--- src/rtl/uart_fc_pkg.sv ---
package uart_fc_pkg;

    typedef enum logic [3:0] {
        IID_MODEM = 4'b0000,
        IID_NONE  = 4'b0001,
        IID_THRE  = 4'b0010,
        IID_RDA   = 4'b0100,
        IID_RLS   = 4'b0110,
        IID_BUSY  = 4'b0111,
        IID_CTO   = 4'b1100
    } iid_e;

    // Layout of a control write, MSB first.
    typedef struct packed {
        logic [1:0] rx_trig;
        logic [1:0] tx_thr;
        logic       dma_mode;
        logic       tx_clr;
        logic       rx_clr;
        logic       enable;
    } fcr_t;

    function automatic int unsigned rx_trig_count(input logic [1:0] sel, input int unsigned depth);
        case (sel)
            2'b00:   return 1;
            2'b01:   return depth / 4;
            2'b10:   return depth / 2;
            default: return depth - 2;
        endcase
    endfunction

    function automatic int unsigned tx_thr_count(input logic [1:0] sel, input int unsigned depth);
        case (sel)
            2'b00:   return 0;
            2'b01:   return 2;
            2'b10:   return depth / 4;
            default: return depth / 2;
        endcase
    endfunction

endpackage

--- src/rtl/ufc_fifo.sv ---
module ufc_fifo #(
    parameter int WIDTH = 8,
    parameter int DEPTH = 16,
    localparam int AW = $clog2(DEPTH),
    localparam int LW = $clog2(DEPTH + 1)
) (
    input  logic             clk,
    input  logic             rst,
    input  logic             clr,
    input  logic             cap_one,
    input  logic             push,
    input  logic [WIDTH-1:0] wdata,
    input  logic             pop,
    output logic [WIDTH-1:0] rdata,
    output logic [LW-1:0]    level
);
    logic [WIDTH-1:0] mem [DEPTH];
    logic [AW-1:0]    wptr, rptr;
    logic [LW-1:0]    cnt, cap;
    logic             do_push, do_pop;

    function automatic logic [AW-1:0] step(input logic [AW-1:0] p);
        return (p == AW'(DEPTH - 1)) ? '0 : p + 1'b1;
    endfunction

    assign cap     = cap_one ? LW'(1) : LW'(DEPTH);
    assign do_push = push && (cnt < cap);
    assign do_pop  = pop && (cnt != '0);
    assign rdata   = mem[rptr];
    assign level   = cnt;

    always_ff @(posedge clk) begin
        if (rst || clr) begin
            wptr <= '0;
            rptr <= '0;
            cnt  <= '0;
        end else begin
            if (do_push) wptr <= step(wptr);
            if (do_pop)  rptr <= step(rptr);
            case ({do_push, do_pop})
                2'b10:   cnt <= cnt + 1'b1;
                2'b01:   cnt <= cnt - 1'b1;
                default: cnt <= cnt;
            endcase
        end
    end

    always_ff @(posedge clk) begin
        if (do_push && !clr) mem[wptr] <= wdata;
    end
endmodule

--- src/rtl/ufc_dma.sv ---
module ufc_dma #(
    parameter int DEPTH = 16,
    parameter bit IS_RX = 1'b1,
    localparam int LW = $clog2(DEPTH + 1)
) (
    input  logic          clk,
    input  logic          rst,
    input  logic          clr,
    input  logic          mode1,
    input  logic [LW-1:0] level,
    input  logic [LW-1:0] thresh,
    input  logic [LW-1:0] cap,
    output logic          req_n
);
    logic start, stop, avail, hold_q, req_m1;

    generate
        if (IS_RX) begin : g_rx
            assign start = level >= thresh;
            assign stop  = level == '0;
            assign avail = level != '0;
        end else begin : g_tx
            assign start = level <= thresh;
            assign stop  = level >= cap;
            assign avail = level < cap;
        end
    endgenerate

    assign req_m1 = start || (hold_q && !stop);
    assign req_n  = !(mode1 ? req_m1 : avail);

    always_ff @(posedge clk) begin
        if (rst || clr) hold_q <= 1'b0;
        else            hold_q <= mode1 && req_m1;
    end
endmodule

--- src/rtl/ufc_intr.sv ---
module ufc_intr
    import uart_fc_pkg::*;
#(
    parameter int DEPTH = 16,
    localparam int LW = $clog2(DEPTH + 1)
) (
    input  logic          clk,
    input  logic          rst,
    input  logic [LW-1:0] rx_level,
    input  logic [LW-1:0] rx_trig,
    input  logic [LW-1:0] tx_level,
    input  logic [LW-1:0] tx_thr,
    input  logic          line_err,
    input  logic          timeout_evt,
    input  logic          modem_evt,
    input  logic          busy_evt,
    input  logic          rx_rd,
    input  logic          rx_clr,
    input  logic          tx_wr,
    input  logic          reg_rd,
    output iid_e          iid,
    output logic          irq
);
    logic rda, thre_cond, thre_cond_q, thre_pend, cto_pend;

    assign rda       = rx_level >= rx_trig;
    assign thre_cond = tx_level <= tx_thr;

    always_comb begin
        if (line_err)       iid = IID_RLS;
        else if (rda)       iid = IID_RDA;
        else if (cto_pend)  iid = IID_CTO;
        else if (thre_pend) iid = IID_THRE;
        else if (modem_evt) iid = IID_MODEM;
        else if (busy_evt)  iid = IID_BUSY;
        else                iid = IID_NONE;
    end

    assign irq = iid != IID_NONE;

    always_ff @(posedge clk) begin
        if (rst) begin
            thre_cond_q <= 1'b1;
            thre_pend   <= 1'b0;
            cto_pend    <= 1'b0;
        end else begin
            thre_cond_q <= thre_cond;
            if (thre_cond && !thre_cond_q)
                thre_pend <= 1'b1;
            else if (tx_wr || (reg_rd && iid == IID_THRE))
                thre_pend <= 1'b0;
            if (timeout_evt)
                cto_pend <= 1'b1;
            else if (rx_rd || rx_clr)
                cto_pend <= 1'b0;
        end
    end
endmodule

--- src/rtl/uart_fifo_ctl.sv ---
module uart_fifo_ctl
    import uart_fc_pkg::*;
#(
    parameter int WIDTH = 8,
    parameter int DEPTH = 16,
    localparam int LW = $clog2(DEPTH + 1)
) (
    input  logic             clk,
    input  logic             rst,
    input  logic             reg_wr,
    input  logic             reg_rd,
    input  logic [7:0]       reg_wdata,
    output logic [7:0]       reg_rdata,
    input  logic             tx_wr,
    input  logic [WIDTH-1:0] tx_wdata,
    input  logic             tx_pop,
    output logic [WIDTH-1:0] tx_rdata,
    output logic [LW-1:0]    tx_level,
    input  logic             rx_push,
    input  logic [WIDTH-1:0] rx_wdata,
    input  logic             rx_rd,
    output logic [WIDTH-1:0] rx_rdata,
    output logic [LW-1:0]    rx_level,
    input  logic             afc_en,
    input  logic             line_err,
    input  logic             timeout_evt,
    input  logic             modem_evt,
    input  logic             busy_evt,
    output logic             irq,
    output logic             rts_n,
    output logic             dma_tx_req_n,
    output logic             dma_rx_req_n
);
    fcr_t          wr_f;
    logic          fifo_en, dma_m1, toggle, rx_clr, tx_clr;
    logic [1:0]    rx_sel, tx_sel;
    logic [LW-1:0] rx_trig, tx_thr, cap;
    iid_e          iid;

    assign wr_f   = fcr_t'(reg_wdata);
    assign toggle = reg_wr && (wr_f.enable != fifo_en);
    assign rx_clr = (reg_wr && wr_f.rx_clr) || toggle;
    assign tx_clr = (reg_wr && wr_f.tx_clr) || toggle;

    always_ff @(posedge clk) begin
        if (rst) begin
            fifo_en <= 1'b0;
            dma_m1  <= 1'b0;
            rx_sel  <= 2'b00;
            tx_sel  <= 2'b00;
        end else if (reg_wr) begin
            fifo_en <= wr_f.enable;
            dma_m1  <= wr_f.dma_mode;
            rx_sel  <= wr_f.rx_trig;
            tx_sel  <= wr_f.tx_thr;
        end
    end

    assign rx_trig = fifo_en ? LW'(rx_trig_count(rx_sel, DEPTH)) : LW'(1);
    assign tx_thr  = fifo_en ? LW'(tx_thr_count(tx_sel, DEPTH))  : '0;
    assign cap     = fifo_en ? LW'(DEPTH) : LW'(1);

    ufc_fifo #(.WIDTH(WIDTH), .DEPTH(DEPTH)) u_rx_fifo (
        .clk(clk), .rst(rst), .clr(rx_clr), .cap_one(!fifo_en),
        .push(rx_push), .wdata(rx_wdata), .pop(rx_rd),
        .rdata(rx_rdata), .level(rx_level)
    );

    ufc_fifo #(.WIDTH(WIDTH), .DEPTH(DEPTH)) u_tx_fifo (
        .clk(clk), .rst(rst), .clr(tx_clr), .cap_one(!fifo_en),
        .push(tx_wr), .wdata(tx_wdata), .pop(tx_pop),
        .rdata(tx_rdata), .level(tx_level)
    );

    ufc_dma #(.DEPTH(DEPTH), .IS_RX(1'b1)) u_rx_dma (
        .clk(clk), .rst(rst), .clr(rx_clr), .mode1(dma_m1),
        .level(rx_level), .thresh(rx_trig), .cap(cap), .req_n(dma_rx_req_n)
    );

    ufc_dma #(.DEPTH(DEPTH), .IS_RX(1'b0)) u_tx_dma (
        .clk(clk), .rst(rst), .clr(tx_clr), .mode1(dma_m1),
        .level(tx_level), .thresh(tx_thr), .cap(cap), .req_n(dma_tx_req_n)
    );

    ufc_intr #(.DEPTH(DEPTH)) u_intr (
        .clk(clk), .rst(rst),
        .rx_level(rx_level), .rx_trig(rx_trig),
        .tx_level(tx_level), .tx_thr(tx_thr),
        .line_err(line_err), .timeout_evt(timeout_evt),
        .modem_evt(modem_evt), .busy_evt(busy_evt),
        .rx_rd(rx_rd), .rx_clr(rx_clr), .tx_wr(tx_wr), .reg_rd(reg_rd),
        .iid(iid), .irq(irq)
    );

    assign reg_rdata = {{2{fifo_en}}, 2'b00, iid};
    assign rts_n     = afc_en && (rx_level >= rx_trig);
endmodule

--- config.mk ---
export PLATFORM = sky130hd
export DESIGN_NAME = uart_fifo_ctl
export DESIGN_NICKNAME = d
export VERILOG_FILES = /design/src/rtl/uart_fc_pkg.sv /design/src/rtl/ufc_fifo.sv /design/src/rtl/ufc_dma.sv /design/src/rtl/ufc_intr.sv /design/src/rtl/uart_fifo_ctl.sv
export SDC_FILE = /design/constraint.sdc
export NUM_CORES = 1
export LEC_CHECK = 0
export BUFFER_PORTS_ARGS = -buffer_cell sky130_fd_sc_hd__buf_2
export CAP_MARGIN = 20
export CELL_PAD_IN_SITES_DETAIL_PLACEMENT = 0
export CELL_PAD_IN_SITES_GLOBAL_PLACEMENT = 2
export CORE_ASPECT_RATIO = 1.75
export CORE_MARGIN = 2
export CORE_UTILIZATION = 46
export CTS_BUF_LIST = sky130_fd_sc_hd__clkbuf_8
export CTS_CLUSTER_DIAMETER = 40
export DETAILED_ROUTE_END_ITERATION = 12
export PLACE_DENSITY = 0.78
export SLEW_MARGIN = 20
export SYNTH_ARGS = -nofsm -noshare
export SYNTH_HDL_FRONTEND = slang
export SYNTH_HIERARCHICAL = 1
export SYNTH_SLANG_ARGS = --single-unit
--- constraint.sdc ---
create_clock -name clk -period 3 [get_ports clk]
set_clock_uncertainty 0.1 [all_clocks]
set_input_delay 0.45 -clock clk [delete_from_list [all_inputs] [get_ports clk]]
set_output_delay 0.45 -clock clk [all_outputs]
set_load 0.01 [all_outputs]
=== Word-level counts from Yosys, hierarchy flattened ===
Memory sizes are Yosys's and may differ from the RTL's. A register that Yosys moved wholly into a read port is not among the register bits.
Cells that the tools add are included.
Widths: inputs -> output; s select.

* Output and inout bits: 38
* Word-level logic and storage cells: 116
* Bits in writable memories: 256
* Input port bits: 37
* Memories: 2
* Flip-flop bits (word level): 37

* $add $sub $neg: 8
* Mux-type cells: 31
* Magnitude comparators: 5
* Equality and inequality tests: 15
* Reductions and logical operators: 40

{| class="wikitable"
|+ Memories
! name !! depth !! width !! read ports !! clocked after memory_dff !! wr ports !! RTL line !! source
|-
| u_rx_fifo.mem || 16 || 8 || 1 || 1 || 1 || ufc_fifo.sv:17 || <nowiki>logic [WIDTH-1:0] mem [DEPTH];</nowiki>
|-
| u_tx_fifo.mem || 16 || 8 || 1 || 1 || 1 || ufc_fifo.sv:17 ||
|}

{| class="wikitable"
|+ Operator list
! operator !! count
|-
| $mux 4 || 13
|-
| $pmux 4 s3 || 2
|-
| $pmux 5 s2 || 2
|-
| $add 4x1->4 const B || 4
|-
| $eq 4x4->1 const B || 4
|-
| $logic_and 1x1->1 || 16
|-
| $mux 5 || 3
|-
| $add 5x1->5 const B || 2
|-
| $ge 5x5->1 || 2
|-
| $lt 5x5->1 || 2
|-
| $mux 1 || 10
|-
| $reduce_bool 5->1 || 2
|-
| $sub 5x1->5 const B || 2
|-
| $eq 2x1->1 const B || 4
|-
| $eq 2x2->1 const B || 4
|-
| $logic_or 1x1->1 || 8
|-
| $reduce_bool 2->1 || 4
|-
| $logic_not 1->1 || 7
|-
| $le 5x5->1 || 1
|-
| $logic_not 5->1 || 1
|-
| $eq 4x2->1 const B || 1
|-
| $logic_not 2->1 || 2
|-
| $ne 4x1->1 const B || 1
|-
| $mux 3 || 1
|-
| $ne 1x1->1 || 1
|}

=== Logic depth before layout (Yosys ltp) ===
Gate-level depths: netlist of run 1.

* Depth in word-level cells: 11
* Gate-level depth with buffers: 12

=== Modules after synthesis ===
Netlist of run 1, hierarchy kept.

{| class="wikitable"
|+ Modules (own cells, without submodules)
! module !! cells each !! seq. area each (µm²) !! area an instance (µm²) !! times used
|-
| ufc_fifo (u_tx_fifo) || 323 || 4184.0 || 5809.3 || 1
|-
| ufc_fifo (u_rx_fifo) || 322 || 4184.0 || 5808.1 || 1
|-
| ufc_intr || 53 || 60.1 || 439.2 || 1
|-
| uart_fifo_ctl || 50 || 120.1 || 406.6 || 1
|-
| ufc_dma (u_tx_dma) || 40 || 20.0 || 294.0 || 1
|-
| ufc_dma (u_rx_dma) || 25 || 20.0 || 185.2 || 1
|}

=== Least setup slack after synthesis of run 1 ===
No wires, ideal clock.

* Kind: reg-to-reg
* From: reg fifo_en
* To: reg u_rx_fifo.cnt[4] (netlist: u_rx_fifo/level[4])
* Setup time: 0.072 ns
* Stages on the path, launching flop included: 13
* Setup slack: 0.298 ns
* Clock period less this slack: 2.702 ns
* Data arrival time: 2.531 ns
* Path buffers: 1
* Path through: dfxtp_1 -> inv_1 -> ha_1 -> o21ai_2 -> buf_6 -> nand2_1 -> ha_1 -> inv_1 -> fa_1 -> nand2b_1 -> a21oi_1 -> mux2i_1 -> mux2i_1

* Word-level cells in the longest chain between the ends: 5
* Elaborated cells between the ends (all ways): 11
* Classes of those cells: 1 x order compare; 3 x eq/ne; 2 x mux; 5 x reduce/logical

{| class="wikitable"
|+ Ends and longest elaborated chain
! item !! RTL line !! source
|-
| start: declaration || uart_fifo_ctl.sv:35 || <nowiki>logic fifo_en, dma_m1, toggle, rx_clr, tx_clr;</nowiki>
|-
| start signal: assignment || uart_fifo_ctl.sv:52 || <nowiki>fifo_en <= wr_f.enable;</nowiki>
|-
| $mux 5 (*) || - ||
|-
| named net cap[0] || uart_fifo_ctl.sv:37 || <nowiki>logic [LW-1:0] rx_trig, tx_thr, cap;</nowiki>
|-
| $lt 5x5->1 (*) || ufc_fifo.sv:27 || <nowiki>assign do_push = push && (cnt < cap);</nowiki>
|-
| $logic_and 1x1->1 (*) || ufc_fifo.sv:27 ||
|-
| $eq 2x1->1 or $eq 2x2->1 (tied branches) || ufc_fifo.sv:40 || <nowiki>case ({do_push, do_pop})</nowiki>
|-
| $pmux 5 s2 or $reduce_bool 2->1 (tied branches) || - ||
|-
| end signal: assignment || ufc_fifo.sv:41 || <nowiki>2'b10: cnt <= cnt + 1'b1;</nowiki>
|-
| end signal: assignment || ufc_fifo.sv:42 || <nowiki>2'b01: cnt <= cnt - 1'b1;</nowiki>
|-
| end signal: assignment || ufc_fifo.sv:43 || <nowiki>default: cnt <= cnt;</nowiki>
|-
| end: declaration || ufc_fifo.sv:19 || <nowiki>logic [LW-1:0] cnt, cap;</nowiki>
|}

Mark *: on every way through the listed nets, which the timed path passes. The rest lies on a longest branch.
A chain may end at the register's enable or synchronous reset.

=== Worst setup path after layout of run 1 ===
* From: reg fifo_en
* To: out reg_rdata[2]

* Word-level cells in the longest chain between the ends: 4

{| class="wikitable"
|+ Ends and longest elaborated chain
! item !! RTL line !! source
|-
| $mux 5 || uart_fifo_ctl.sv:59 || <nowiki>assign rx_trig = fifo_en ? LW'(rx_trig_count(rx_sel, DEPTH)) : LW'(1);</nowiki>
|-
| named net rx_trig[3] || uart_fifo_ctl.sv:37 ||
|-
| $ge 5x5->1 || ufc_intr.sv:26 || <nowiki>assign rda = rx_level >= rx_trig;</nowiki>
|-
| $mux 4 || ufc_intr.sv:31 || <nowiki>else if (rda) iid = IID_RDA;</nowiki>
|-
| $mux 4 || ufc_intr.sv:30 || <nowiki>if (line_err) iid = IID_RLS;</nowiki>
|-
| end: declaration || uart_fifo_ctl.sv:13 || <nowiki>output logic [7:0] reg_rdata,</nowiki>
|}

The timed path passes the listed nets, and every way through them passes these cells.

==> out/metrics.cfg, run 1 <==
[run_status]
outcome=finished, final reports clean

[drt]
drt_wl_total_um=28190
dr.pass1.iters=5
vias=7371
via_per_inst=5.396
drc=0
drt-initial-drc-count=328
wl_per_cell_um=20.64
drtAntennaViolNets=0

[worst_hold_path]
holdPathStages=3
min_to=tx_sel[0]$_SDFFE_PP0P_
holdCritStartpoint=reg_wdata[4]
hp-class=primary input to flop

[grt]
grt_pass1_wl_um=43480
overflow=0
grt_use_met2=0.3809
grt_antenna_before_repair=0
use_met3=0.02819
grt.busiest_layer=met2
grt_max_degree=33
grt_usage=0.1958
grtUsageMet1=0.2014
grt_pass1_vias=7933

[setup_path]
worst_ep_arrival_time_ns=2.38
r2r_end=u_tx_fifo/level[4]$_SDFFE_PP0P_
critPathLaunchType=flop
worstReg2RegStart=u_tx_fifo/level[1]$_SDFFE_PP0P_
critPathCaptureType=output port
worstSetupPathType=flop to output port
worstPathMaxFanout=5
critical_path_required_ns=2.45
rrSetupSlack_ns=0.20
rr_worst_depth=9

[placement]
dp_hpwl_um=19900
dp_slack_ns=0.2425
globalplace.congestion=0.7931
io_buffers=72
placed_cells=1281
place_area_um2=14040

[synth]
ys_types=62
synthFlopType=edfxtp_1
yosysSeqAreaShare=0.6636
synth_xor_area_frac=0.004737
syn_area_um2=12940
synth_top_family_by_area=multiplexers
synth_common_cells=256 x edfxtp_1, 67 x nor2_1, 64 x mux4_2
synth_seq_cells=301
synth_adder_area_share=0.05046
yosys.area.top_type=edfxtp_1
synth_compound_area_frac=0.06158
synth_edf_count=256
synth.top_cell.area_share=0.5940
async_reset_ff_frac=0
synthTopCellsByArea=edfxtp_1 59%, mux4_2 11%, dfxtp_1 7.0%
syn_inst=813
syn_area_per_cell_um2=15.92
synthMuxAreaShare=0.1222
yosysWarnings=6
yosys.area_share.simple=0.06825
synth.most_common_cell=edfxtp_1

[layout]
nets=1048
n_antenna_cell=0
fin_area_um2=15010
drive_above_1_share=0.2961
fillCellCount=2370
syn_to_final_growth_pct=15.95
final_cell_count_no_fill=1366

[clock_network]
clk_path_buf_depth=3
path_clk_slew_ns=0.06
cts_buffers=43
clkSinkCount=301
htree_levels=2
tritoncts=done
cts-root-buf=clkbuf_8
insertion_delay_ns=0.57

[floorplan]
dieArea_um2=29550
rows=81
die_x_um=130.8
io_pins=75
die_y_um=225.9
start_util=0.4661
core_area_um2=27770

[sta]
finalSetupViolations=0
worst_slack_ns=0.07327
max_freq_mhz=341.7
hold_viol_final=0
tightest_slew_ns=0.7716
slew_headroom=0.4837
finalCriticalPeriod_ns=2.927
rsz0062_at_grt=yes
slew_viol_final=0
tns_ns=0
hold_slack_ns=0.04361
fin_crit_sh=0.9756

[power_and_ir_drop]
p_leak_nw=5.298
vdd.ir_drop.worst_uv=316.4
power-per-cell-area_nw_per_um2=608.7

[run]
cap_viol_max_count=0

-- metal layers --
metal	vias up	routed length, um
li1	3447	-
met1	3697	9917
met2	163	16320
met3	64	921
met4	0	1029
met5	-	0
-- power breakdown --
group | switching, mW | leakage, nW | internal [mW] | total (mW)
clock | 1.53 | 0.441 | 1.52 | 3.05
sequential | 0.0735 | 2.67 | 4.63 | 4.70
combinational | 0.762 | 2.18 | 0.622 | 1.38
total | 2.36 | 5.30 | 6.77 | 9.13
-- cell families (layout without fill, tap and decap cells) --
| family | Yosys count | count (layout) |
|---|---|---|
| XOR/XNOR | 7 | 7 |
| multiplexers | 78 | 78 |
| flip-flops | 301 | 301 |
| other | 1 | 11 |
| AND/OR/NAND/NOR | 177 | 177 |
| adder cells (fa/ha/maj) | 51 | 51 |
| AO/OA/AOI/OAI | 110 | 110 |
| buffers and inverters | 88 | 258 |
-- registers in the layout, summed over array words and instances (netlist names), named ones only --
register	count
u_intr/thre_pend	1
u_tx_fifo/mem	128
u_tx_fifo/level	5
rx_sel	2
u_rx_fifo/level	5
dma_m1	1
u_rx_fifo/wptr	4
u_rx_fifo/mem	128
u_intr/cto_pend	1
u_tx_fifo/wptr	4
fifo_en	1
u_rx_fifo/rptr	4
u_intr/thre_cond_q	1
tx_sel	2
u_tx_dma/hold_q	1
u_rx_dma/hold_q	1
u_tx_fifo/rptr	4
-- cell type report --
class                      count  area [um^2]  area share
clock buffer                  46        633.1     0.04219
clock inverter                32        176.4     0.01176
tap                          373        466.7     0.03110
sequential                   301         8597      0.5729
timing repair buffer         129        859.6     0.05728
multi-input combinational    434         4076      0.2716
inverter                      51        197.7     0.01317
-- timing repair --
item	4_1_cts	5_1_grt
cloned	0	1
setup endpoints to repair	15	12
hold buffers	2	0
buffers inserted	0	4
endpoints found under the hold margin	2	0
resized for setup	6	14
pin swaps	2	5
-- stage by stage --
step / total power, mW / utilization
floorplan: 5.694 / -
global placement: 6.099 / 0.5056
detailed placement: 6.142 / 0.5056
CTS: 9.222 / 0.5360
global route: 9.540 / 0.5404
finish: 9.134 / 0.5404
-- how the worst max path moves through the flow --
stage                                               start                              end  slack (ns)  depth (start not counted)
after floorplan                      fifo_en$_SDFFE_PP0P_  u_rx_fifo/level[4]$_SDFFE_PP0P_        0.30                         12
after global placement    u_tx_fifo/level[1]$_SDFFE_PP0P_  u_tx_fifo/level[4]$_SDFFE_PP0P_        0.31                          9
after detailed placement             fifo_en$_SDFFE_PP0P_  u_rx_fifo/level[4]$_SDFFE_PP0P_        0.24                         11
after CTS                            fifo_en$_SDFFE_PP0P_                              irq       -0.02                         10
after global routing                 fifo_en$_SDFFE_PP0P_                     reg_rdata[2]       -0.08                         11
final                                fifo_en$_SDFFE_PP0P_                     reg_rdata[2]        0.07                         11
-- cells in the final DEF (no fill, tap or decap), types with 4 or more instances in the layout --
| cell | instances |
|---|---|
| nand3_1 | 11 |
| nor2_1 | 66 |
| o211ai_1 | 4 |
| or4_1 | 4 |
| a21oi_1 | 28 |
| a22oi_1 | 32 |
| clkinv_2 | 9 |
| ha_1 | 47 |
| o21ai_0 | 4 |
| dfxtp_1 | 42 |
| nor2b_1 | 10 |
| nand2_1 | 34 |
| clkinv_1 | 11 |
| xor2_1 | 7 |
| mux4_2 | 64 |
| nor3_1 | 8 |
| inv_1 | 54 |
| conb_1 | 11 |
| buf_4 | 50 |
| nand2b_1 | 7 |
| clkbuf_8 | 46 |
| mux2i_1 | 14 |
| buf_2 | 72 |
| edfxtp_1 | 256 |
| a31o_2 | 4 |
| clkinvlp_4 | 4 |
| nand4_1 | 5 |
| o21ai_1 | 5 |
| nand4b_1 | 6 |
-- worst max-delay path: stages (launching register included) --
cell	delay [ns]
dfxtp_4	0.39
nand2_2	0.09
inv_4	0.08
nand2_1	0.07
inv_1	0.08
inv_1	0.07
ha_4	0.22
a211oi_4	0.26
o211ai_2	0.12
buf_4	0.16
a21o_1	0.14
buf_2	0.13
No activity file was read; power rests on OpenSTA's default activity.
==> run 2, diff against run 1 <==
- GPL_TIMING_DRIVEN: default -> 0
==> run 2 against run 1 <==
Against the previous run:
- utilization rose by 0.081 points
- setup slack improved by 0.0018 ns
- cell count fell by 0.88%
- global-route usage rose by 0.69 points
- register-to-register slack got worse by 0.10 ns
- critical path depth fell by 2
- total power rose by 2.6%
- sequential share of layout area fell by 0.061 points
- hold slack improved by 0.0043 ns
- non-clock buffer count fell by 14
- clock power rose by 7%
==> out/metrics.cfg, run 2 (synthesis gave the netlist of run 1 again) <==
[layout]
fin_area_um2=15030  ; +0.15%
final_cell_mix=256 x edfxtp_1, 74 x buf_2, 64 x mux4_2, 54 x nor2_1, 51 x inv_1
reg_top3=u_rx_fifo/mem: 128 flops, u_tx_fifo/mem: 128 flops
syn_to_final_growth_pct=16.13
mostFrequentLayoutCell=edfxtp_1
final_cell_count_no_fill=1354  ; -0.88%
seq_area_um2=8601  ; about the same
drive_above_1_share=0.3150  ; +0.01891
n_antenna_cell=0  ; unchanged
fillCellCount=2317  ; -2.2%
nets=1034  ; -1.3%
multi_input_area_um2=4224  ; +3.6%

[run_status]
outcome=finished, final reports clean

[setup_path]
worstSetupPathType=flop to output port
crit_buf_inv=3  ; -2
critPathLaunchType=flop
worstPathMaxFanout=6  ; +1
critPathCaptureType=output port
path_common_cell=inv_1
cp_slowest_cell=dfxtp_4
worst_ep_arrival_time_ns=2.37  ; about the same
rr_worst_depth=12  ; +3
slowest_delay_ns=0.38  ; about the same
critical_path_required_ns=2.45  ; about the same
critPathTopFamily=flip-flops
path_cells=inv_1 > nor3b_2 > inv_1 > ha_1 > nand4_1 > o221ai_2 > o211ai_2 > mux2i_1 > buf_2
r2r_end=u_rx_fifo/level[4]$_SDFFE_PP0P_
worstReg2RegStart=fifo_en$_SDFFE_PP0P_
rrSetupSlack_ns=0.10  ; -0.10 ns

[grt]
grt_pass1_wl_um=43900  ; +0.97%
grt_usage=0.2027  ; +0.006920
grt_max_degree=19  ; -42%
grt_pass1_vias=7900  ; -0.42%
overflow=0  ; unchanged
grt_antenna_before_repair=0  ; unchanged

[clock_network]
clkSinkCount=301  ; unchanged
cts_buffers=43  ; unchanged
tritoncts=done
path_clk_slew_ns=0.07  ; about the same
insertion_delay_ns=0.56  ; about the same
clk_path_buf_depth=3  ; unchanged
htree_levels=2  ; unchanged
cts-root-buf=clkbuf_8

[floorplan]
rows=81  ; unchanged
die_x_um=130.8  ; unchanged
start_util=0.4661  ; unchanged
core_area_um2=27770  ; unchanged
dieArea_um2=29550  ; unchanged
die_y_um=225.9  ; unchanged
io_pins=75  ; unchanged

[drt]
wl_per_cell_um=21.23  ; +2.9%
vias=7402  ; +0.42%
via_per_inst=5.467  ; +1.3%
drt_wl_total_um=28750  ; +2.0%
dr_wl_met3_um=989  ; +7.4%
wl_met2_um=17030  ; +4.3%
dr.pass1.iters=5  ; unchanged
drc=0  ; unchanged
maxUsedRoutingLayer=met4
drt-initial-drc-count=301  ; -8.2%
drtAntennaViolNets=0  ; unchanged
met1_length_um=9392  ; -5.3%

[sta]
finalSetupViolations=0  ; unchanged
worst_slack_ns=0.07502  ; +0.001756 ns
slew_viol_final=0  ; unchanged
rsz0062_at_grt=yes
slew_headroom=0.4250  ; -0.05872
fin_crit_sh=0.9750  ; about the same
max_freq_mhz=341.9  ; about the same
tightest_slew_ns=0.8593  ; +0.08775 ns
finalCriticalPeriod_ns=2.925  ; -0.001755 ns
hold_viol_final=0  ; unchanged

[placement]
placed_cells=1267  ; -1.1%
dp_hpwl_um=20860  ; +4.8%
dp_slack_ns=-0.3630  ; -0.6055 ns
place_area_um2=13830  ; -1.5%
io_buffers=71  ; -1.4%
globalplace.congestion=0.8015  ; +1.1%

[power_and_ir_drop]
p_leak_nw=5.213  ; -1.6%
power-per-cell-area_nw_per_um2=623.6  ; +2.4%
vdd.ir_drop.worst_uv=395.3  ; +25%

[worst_hold_path]
holdPathStages=3  ; unchanged
hp-class=primary input to flop
min_to=rx_sel[0]$_SDFFE_PP0P_
holdCritStartpoint=reg_wdata[6]

[run]
cap_viol_max_count=0  ; unchanged

[run 2: how the worst max path moves through the flow]
stage                         start                               to  slack (ns)  depth (start not counted)
6_report       fifo_en$_SDFFE_PP0P_                     dma_tx_req_n        0.08                          9
3_5_place_dp   fifo_en$_SDFFE_PP0P_    u_tx_fifo/mem[8][2]$_DFFE_PP_       -0.36                          7
2_1_floorplan  fifo_en$_SDFFE_PP0P_  u_rx_fifo/level[4]$_SDFFE_PP0P_        0.30                         12
4_1_cts                        flop                      rx_rdata[4]       0.002                          6
5_1_grt        fifo_en$_SDFFE_PP0P_                     dma_tx_req_n        -0.1                          9
3_3_place_gp   fifo_en$_SDFFE_PP0P_    u_tx_fifo/mem[0][2]$_DFFE_PP_       -0.62                          7
[run 2: worst reg2reg max path, cell delays in order, from the launching register on]
cell,delay (ns)
dfxtp_4,0.38
inv_1,0.15
ha_1,0.34
o21ai_2,0.06
buf_6,0.13
nand2_1,0.11
ha_2,0.24
inv_1,0.09
fa_1,0.40
nand2b_1,0.16
a21oi_1,0.20
mux2i_1,0.27
mux2i_1,0.20
[run 2: stage by stage]
step | util | setup TNS (ns) | total power, mW | hold WS (ns)
3_3_place_gp | 0.4970 | -49.23 | 6.077 | 0.3059
6_report | 0.5412 | 0 | 9.372 | 0.04790
5_1_grt | 0.5412 | -0.2535 | 9.807 | 0.02372
2_1_floorplan | - | 0 | 5.694 | 0.2980
3_5_place_dp | 0.4981 | -42.74 | 6.127 | 0.3127
4_1_cts | 0.5384 | 0 | 9.456 | 0.003484
[run 2: layout make-up]
| class | instances | area share |
|---|---|---|
| Inverter | 51 | 0.01274 |
| Sequential cell | 301 | 0.5723 |
| Multi-Input combinational cell | 434 | 0.2811 |
| Tap cell | 373 | 0.03105 |
| Clock buffer | 50 | 0.04579 |
| Timing Repair Buffer | 78 | 0.02747 |
| Buffer | 37 | 0.01632 |
| Clock inverter | 30 | 0.01332 |
[run 2: timing repair]
action                                 CTS  global route
pin swaps                                5             2
setup buffers                            4             1
setup endpoints to repair              171           149
endpoints found under the hold margin    2             0
gates resized for setup                 57            21
gates cloned                             0             0
hold buffers                             2             0
[run 2: power by group]
group	total (mW)	internal, mW	switching [mW]
Sequential	4.72	4.63	0.0847
Combinational	1.40	0.620	0.780
Clock	3.25	1.72	1.53
[run 2: layer usage]
layer / vias up / GRT usage
met5: - / 0
met4: 0 / 0.1005
met3: 61 / 0.02985
met2: 178 / 0.4069
met1: 3749 / 0.1908
li1: 3414 / -
